File: config.mk
export PLATFORM = sky130hd
export DESIGN_NAME = rng_host_ctrl
export DESIGN_NICKNAME = d
export VERILOG_FILES = /design/src/rtl/rng_host_pkg.sv /design/src/rtl/rng_cmd_decode.sv /design/src/rtl/rng_host_fsm.sv /design/src/rtl/rng_word_hold.sv /design/src/rtl/rng_bus_read.sv /design/src/rtl/rng_host_ctrl.sv
export SDC_FILE = /design/constraint.sdc
export NUM_CORES = 1
export LEC_CHECK = 0
export BUFFER_PORTS_ARGS = -buffer_cell sky130_fd_sc_hd__buf_2
export CORE_MARGIN = 2
export CORE_UTILIZATION = 54
export DETAILED_ROUTE_END_ITERATION = 12
export GPL_TIMING_DRIVEN = 0
export PLACE_DENSITY = 0.94
export SLEW_MARGIN = 20
export SYNTH_ARGS = -nofsm -noshare
export SYNTH_HDL_FRONTEND = slang
export SYNTH_SLANG_ARGS = --single-unit
export TNS_END_PERCENT = 5
File: constraint.sdc
create_clock -name clk_i -period 4.9 [get_ports clk_i]
set_clock_uncertainty 0.15 [all_clocks]
set_input_delay 0.49 -clock clk_i [delete_from_list [all_inputs] [get_ports clk_i]]
set_output_delay 0.49 -clock clk_i [all_outputs]
set_load 0.01 [all_outputs]
File: src/rtl/rng_host_pkg.sv
package rng_host_pkg;
  localparam int unsigned WORD_W = 32;

  localparam logic [WORD_W-1:0] CMD_RESET   = 32'h0000_0001;
  localparam logic [WORD_W-1:0] CMD_RELEASE = 32'h0000_0002;
  localparam logic [WORD_W-1:0] CMD_ENABLE  = 32'h8000_0000;
  localparam logic [WORD_W-1:0] CMD_ZEROIZE = 32'h8000_0004;
  localparam logic [WORD_W-1:0] CMD_ACKZ    = 32'h8000_0008;
  localparam logic [WORD_W-1:0] CMD_RDACK   = 32'h8000_000F;

  localparam logic [7:0] CODE_NONE   = 8'h00;
  localparam logic [7:0] CODE_RSTACK = 8'hAC;
  localparam logic [7:0] CODE_PASS   = 8'h57;
  localparam logic [7:0] CODE_FAIL   = 8'hFA;
  localparam logic [7:0] CODE_AVAIL  = 8'hED;

  typedef enum logic [2:0] {
    C_NONE, C_RESET, C_RELEASE, C_ENABLE, C_ZEROIZE, C_ACKZ, C_RDACK
  } cmd_e;

  typedef enum logic [3:0] {
    S_IDLE, S_HELD, S_RELEASED, S_ENABLED, S_TESTING,
    S_PASSED, S_FAILED, S_RUN, S_AVAIL, S_PAUSED
  } state_e;

  function automatic logic [7:0] code_of(state_e s);
    case (s)
      S_HELD:   return CODE_RSTACK;
      S_PASSED: return CODE_PASS;
      S_FAILED: return CODE_FAIL;
      S_AVAIL:  return CODE_AVAIL;
      default:  return CODE_NONE;
    endcase
  endfunction
endpackage

File: src/rtl/rng_cmd_decode.sv
module rng_cmd_decode
  import rng_host_pkg::*;
#(
  parameter int unsigned ADDR_W   = 4,
  parameter int unsigned CTRL_OFS = 0
) (
  input  logic              wr_en_i,
  input  logic [ADDR_W-1:0] addr_i,
  input  logic [WORD_W-1:0] wdata_i,
  output cmd_e              cmd_o
);
  localparam logic [ADDR_W-1:0] CtrlAddr = ADDR_W'(CTRL_OFS);

  logic hit;
  assign hit = wr_en_i && (addr_i == CtrlAddr);

  always_comb begin
    cmd_o = C_NONE;
    if (hit) begin
      case (wdata_i)
        CMD_RESET:   cmd_o = C_RESET;
        CMD_RELEASE: cmd_o = C_RELEASE;
        CMD_ENABLE:  cmd_o = C_ENABLE;
        CMD_ZEROIZE: cmd_o = C_ZEROIZE;
        CMD_ACKZ:    cmd_o = C_ACKZ;
        CMD_RDACK:   cmd_o = C_RDACK;
        default:     cmd_o = C_NONE;
      endcase
    end
  end
endmodule

File: src/rtl/rng_host_fsm.sv
module rng_host_fsm
  import rng_host_pkg::*;
(
  input  logic   clk_i,
  input  logic   rst_ni,
  input  cmd_e   cmd_i,
  input  logic   ent_valid_i,
  input  logic   st_done_i,
  input  logic   st_pass_i,
  output state_e state_o,
  output logic   capture_o,
  output logic   clear_o,
  output logic   st_start_o,
  output logic   src_run_o,
  output logic [7:0] status_o
);
  state_e state_q, state_d;
  logic   start_q;
  logic   go_test;

  assign go_test = (state_q == S_ENABLED) && (cmd_i == C_ZEROIZE);

  always_comb begin
    state_d = state_q;
    if (cmd_i == C_RESET) begin
      state_d = S_HELD;
    end else begin
      case (state_q)
        S_HELD:     if (cmd_i == C_RELEASE) state_d = S_RELEASED;
        S_RELEASED: if (cmd_i == C_ENABLE)  state_d = S_ENABLED;
        S_ENABLED:  if (cmd_i == C_ZEROIZE) state_d = S_TESTING;
        S_TESTING:  if (st_done_i) state_d = st_pass_i ? S_PASSED : S_FAILED;
        S_PASSED:   if (cmd_i == C_ACKZ)    state_d = S_RUN;
        S_RUN:      if (ent_valid_i)        state_d = S_AVAIL;
        S_AVAIL:    if (cmd_i == C_RDACK)   state_d = S_PAUSED;
        S_PAUSED:   if (cmd_i == C_ENABLE)  state_d = S_RUN;
        default:    state_d = state_q;
      endcase
    end
  end

  always_ff @(posedge clk_i or negedge rst_ni) begin
    if (!rst_ni) begin
      state_q <= S_IDLE;
      start_q <= 1'b0;
    end else begin
      state_q <= state_d;
      start_q <= go_test;
    end
  end

  // reset command wins over a same-cycle source strobe
  assign capture_o  = (state_q == S_RUN) && ent_valid_i && (cmd_i != C_RESET);
  assign clear_o    = (cmd_i == C_RESET) || go_test ||
                      ((state_q == S_AVAIL) && (cmd_i == C_RDACK));
  assign st_start_o = start_q;
  assign src_run_o  = (state_q == S_RUN);
  assign status_o   = code_of(state_q);
  assign state_o    = state_q;
endmodule

File: src/rtl/rng_word_hold.sv
module rng_word_hold #(
  parameter int unsigned DATA_W = 32
) (
  input  logic              clk_i,
  input  logic              rst_ni,
  input  logic              capture_i,
  input  logic              clear_i,
  input  logic [DATA_W-1:0] word_i,
  output logic [DATA_W-1:0] word_o
);
  logic [DATA_W-1:0] word_q;

  always_ff @(posedge clk_i or negedge rst_ni) begin
    if (!rst_ni)        word_q <= '0;
    else if (clear_i)   word_q <= '0;
    else if (capture_i) word_q <= word_i;
  end

  assign word_o = word_q;
endmodule

File: src/rtl/rng_bus_read.sv
module rng_bus_read #(
  parameter int unsigned ADDR_W   = 4,
  parameter int unsigned DATA_W   = 32,
  parameter int unsigned CTRL_OFS = 0,
  parameter int unsigned STAT_OFS = 4,
  parameter bit          RD_REG   = 1'b1
) (
  input  logic              clk_i,
  input  logic              rst_ni,
  input  logic              rd_en_i,
  input  logic [ADDR_W-1:0] addr_i,
  input  logic [7:0]        status_i,
  input  logic [DATA_W-1:0] word_i,
  output logic [DATA_W-1:0] rdata_o
);
  localparam logic [ADDR_W-1:0] CtrlAddr = ADDR_W'(CTRL_OFS);
  localparam logic [ADDR_W-1:0] StatAddr = ADDR_W'(STAT_OFS);

  logic [DATA_W-1:0] sel;

  always_comb begin
    sel = '0;
    if (rd_en_i) begin
      if (addr_i == StatAddr)      sel = DATA_W'(status_i);
      else if (addr_i == CtrlAddr) sel = word_i;
    end
  end

  generate
    if (RD_REG) begin : g_reg
      logic [DATA_W-1:0] rdata_q;
      always_ff @(posedge clk_i or negedge rst_ni) begin
        if (!rst_ni) rdata_q <= '0;
        else         rdata_q <= sel;
      end
      assign rdata_o = rdata_q;
    end else begin : g_comb
      assign rdata_o = sel;
    end
  endgenerate
endmodule

File: src/rtl/rng_host_ctrl.sv
module rng_host_ctrl
  import rng_host_pkg::*;
#(
  parameter int unsigned ADDR_W   = 4,
  parameter int unsigned CTRL_OFS = 0,
  parameter int unsigned STAT_OFS = 4,
  parameter bit          RD_REG   = 1'b1
) (
  input  logic              clk_i,
  input  logic              rst_ni,
  input  logic              wr_en_i,
  input  logic              rd_en_i,
  input  logic [ADDR_W-1:0] addr_i,
  input  logic [31:0]       wdata_i,
  output logic [31:0]       rdata_o,
  input  logic [31:0]       ent_word_i,
  input  logic              ent_valid_i,
  input  logic              st_done_i,
  input  logic              st_pass_i,
  output logic              st_start_o,
  output logic              src_run_o
);
  cmd_e              cmd;
  state_e            state;
  logic              capture, clear;
  logic [7:0]        status;
  logic [WORD_W-1:0] word;

  rng_cmd_decode #(.ADDR_W(ADDR_W), .CTRL_OFS(CTRL_OFS)) u_dec (
    .wr_en_i (wr_en_i),
    .addr_i  (addr_i),
    .wdata_i (wdata_i),
    .cmd_o   (cmd)
  );

  rng_host_fsm u_fsm (
    .clk_i       (clk_i),
    .rst_ni      (rst_ni),
    .cmd_i       (cmd),
    .ent_valid_i (ent_valid_i),
    .st_done_i   (st_done_i),
    .st_pass_i   (st_pass_i),
    .state_o     (state),
    .capture_o   (capture),
    .clear_o     (clear),
    .st_start_o  (st_start_o),
    .src_run_o   (src_run_o),
    .status_o    (status)
  );

  rng_word_hold #(.DATA_W(WORD_W)) u_hold (
    .clk_i     (clk_i),
    .rst_ni    (rst_ni),
    .capture_i (capture),
    .clear_i   (clear),
    .word_i    (ent_word_i),
    .word_o    (word)
  );

  rng_bus_read #(
    .ADDR_W(ADDR_W), .DATA_W(WORD_W), .CTRL_OFS(CTRL_OFS),
    .STAT_OFS(STAT_OFS), .RD_REG(RD_REG)
  ) u_rd (
    .clk_i    (clk_i),
    .rst_ni   (rst_ni),
    .rd_en_i  (rd_en_i),
    .addr_i   (addr_i),
    .status_i (status),
    .word_i   (word),
    .rdata_o  (rdata_o)
  );
endmodule

==> impl_results.md <==
- Status: finished, final reports clean
- Syn-to-layout area delta: 27.37%
- Clk_lat worst skew: 0.34 ns
- Vias per std cell: 5.446
- Pwr per Cell Area: 463.1 mW/mm2
- Pin count of the biggest net entering global routing: 46
- Root Buffer: clkbuf_8
- Post-DRT Antenna Nets: 0
- CTS tree: yes
- Critical path endpoint category: flop
- Synthesized instance count: 331
- # nets final: 524
- Final setup vio count: 0
- Syn_nets: 406
- Hold/Removal Path Class: input port to flop
- Syn avg cell area: 9.598 um2
- Max Slew Vio Count: 0
- Post-synthesis mux area share: 1.969%
- Die ar.: 0.006512 mm2
- Layout Cells excl Fill: 525
- Initial antenna violation count: 0
- Hold_buf cts: 1
- WS Path Type: flop to flop
- Period utilization: 55.18%
- Fraction of registers with async set/reset: 100.0%
- Post-synthesis compound-gate area fraction: 13.98%
- Data required, critical path: 4.96 ns
- Max Clk Rate: 369.9 MHz
- IO Pins: 109
- H-tree depth: 3
- First-pass GRT wire length: 12320 um
- RSZ-0062 raised after global routing: false
- Longest Clk Path Bufs: 2
- Die height: 80.70 um
- LEAKAGE: 2.012 nW
- Setup TNS: 0 ns
- Synth cell count leaders: 75 x nand2_1, 69 x dfrtp_1, 47 x a21oi_1
- Slew HR: 65.74%
- Fin crit period: 2.704 ns
- Yosys reg bits: 69
- All-Layer GR Usage: 24.79%
- Largest family of logic cells by synthesized area: simple AND/OR/NAND/NOR gates
- Port-buffer cells: 105
- Synthesis Warnings: 0
- Xor and xnor area share after synthesis: 1.103%
- Register area share after synthesis: 54.35%
- Area of the multi-input gates: 0.001344 mm2
- Total CTS buffers: 9
- Post-Syn Area: 0.003177 mm2
- Leading area contributor after synthesis: dfrtp_1
- DRT Wirelength: 7649 um
- Post-synth EDFFs: 0
- Count leader, synth: nand2_1
- Simple-gate share of the synthesized area: 25.25%
- Gpl congestion: 0.8922
- Number of max-cap violations: 0
- Dpl cells: 509
- Post-CTS sizing: 0
- Die X: 80.70 um
- Clk slew on worst S/H paths: 0.07 ns
- Area fraction of the dominant cell type after synthesis: 54.35%
- Final antenna diode count: 0
- Cells taking the most area after synthesis: dfrtp_1 54%, nand2_1 8.9%, a21oi_1 7.4%
- Fillers: 419
- Startpoint Class: flop
- Number of global-route vias before repair: 2720
- Starting density of the core: 56.65%
- Ys flop type: dfrtp_1
- Netlist cell types: 50
- Gr ovfl total: 0
- 1st-pass router iterations: 5
- Critical-path maximum fanout: 10
- Fraction of layout cells with a size suffix above 1: 31.79%
- Worst VDD drop: 0.0002814 V
- DRC: 0
- CP Data Arrival Time: 2.76 ns
- Setup ws final: 2.196 ns
- Post-CTS Setup Inserts: 0
- Hold Vio Cnt, Final: 0
- Iteration-0 DRC Markers: 121
- Final cell utilization of the core: 72.16%
- # rows: 27
- Post-synthesis adder-cell area fraction: 0%
- DR WL/cell: 14.57 um
- Reg area: 0.001727 mm2
- Worst slew pin tran: 0.5093 ns
- Vias: 2859
- CTS sink cnt: 69
- HPWL after detailed placement: 5722 um
- Core footprint: 0.005608 mm2
- DP Worst Slack: 2.086 ns
-- area by class of cell --
class                      instances  share of cell area (%)
clock inverter                     5                   2.072
sequential                        69                   42.67
buffer                            22                   2.536
clock buffer                      10                   3.401
tap                               72                   2.226
timing repair buffer             107                   13.79
inverter                           1                 0.09276
multi-input combinational        239                   33.21
-- worst max-delay path, stage by stage, from the launching register on --
cell      delay [ns]
dfrtp_1         0.37
clkbuf_1        0.19
or4b_2          0.74
o21ai_0         0.21
a21oi_1         0.09
nor2_1          0.30
clkbuf_1        0.40
a21oi_1         0.10
-- sequential cells by signal (all words and copies together), names as in the netlist --
name and flops:
u_hold.word_o 32, u_rd.rdata_o 32, u_fsm.st_start_o 1, u_fsm.state_o 4
-- through the flow --
stage          total power, mW  cell area [um2]  hold WS [ns]
6_report                 1.874             4046        0.2220
5_1_grt                  1.979             4046        0.2294
4_1_cts                  1.872             4046        0.2212
3_5_place_dp             1.366             3815        0.2620
3_3_place_gp             1.319             3792        0.3087
2_1_floorplan            1.205             3177       0.04441
-- kinds of logic after synthesis --
kind of cell              count (synthesis)
xor gates and xnor gates                  4
AOI/OAI and AO/OA                        71
buffers and inverters                    23
muxes                                     6
and+or+nand+nor                         158
DFF                                      69
-- cells in the final DEF, fill, tap and decap left out, drive strengths merged, types with 3 or more instances in the layout --
| master | n |
|---|---|
| and2 | 27 |
| or3 | 3 |
| nor2b | 3 |
| nand2b | 4 |
| nor3 | 4 |
| mux2i | 4 |
| clkbuf | 25 |
| xnor2 | 3 |
| dfrtp | 69 |
| buf | 113 |
| a21oi | 47 |
| nor4 | 8 |
| nand3 | 4 |
| nor2 | 20 |
| nand2 | 75 |
-- routing by layer --
layer	wire length [um]	track usage (%)	vias up
li1	-	-	1365
met1	3062	29.94	1365
met2	3962	43.17	115
met3	467	6.067	14
met4	157	8.983	0
met5	0	0	-
-- final timing paths --
check | from | endpoint | slack (ns) | depth (start not counted)
worst max-delay path | u_fsm.state_o[2]$_DFFE_PN0P_ | u_hold.word_o[9]$_DFFE_PN0P_ | 2.20 | 7
worst min register to register | u_hold.word_o[23]$_DFFE_PN0P_ | u_rd.rdata_o[23]$_DFF_PN0_ | 0.33 | 1
min in group asynchronous | rst_ni | u_rd.rdata_o[20]$_DFF_PN0_ | 0.43 | 2
worst min-delay path | ent_word_i[31] | u_hold.word_o[31]$_DFFE_PN0P_ | 0.22 | 3
worst max register to register | u_fsm.state_o[2]$_DFFE_PN0P_ | u_hold.word_o[9]$_DFFE_PN0P_ | 2.20 | 7
max in group asynchronous | rst_ni | u_rd.rdata_o[1]$_DFF_PN0_ | 3.63 | 3
-- report_power, final --
group          internal (mW)  switching [mW]
clock                  0.299           0.211
combinational          0.253           0.308
sequential             0.723          0.0800
total                   1.28           0.599
Note: power is estimated with default switching activity, not from simulation.
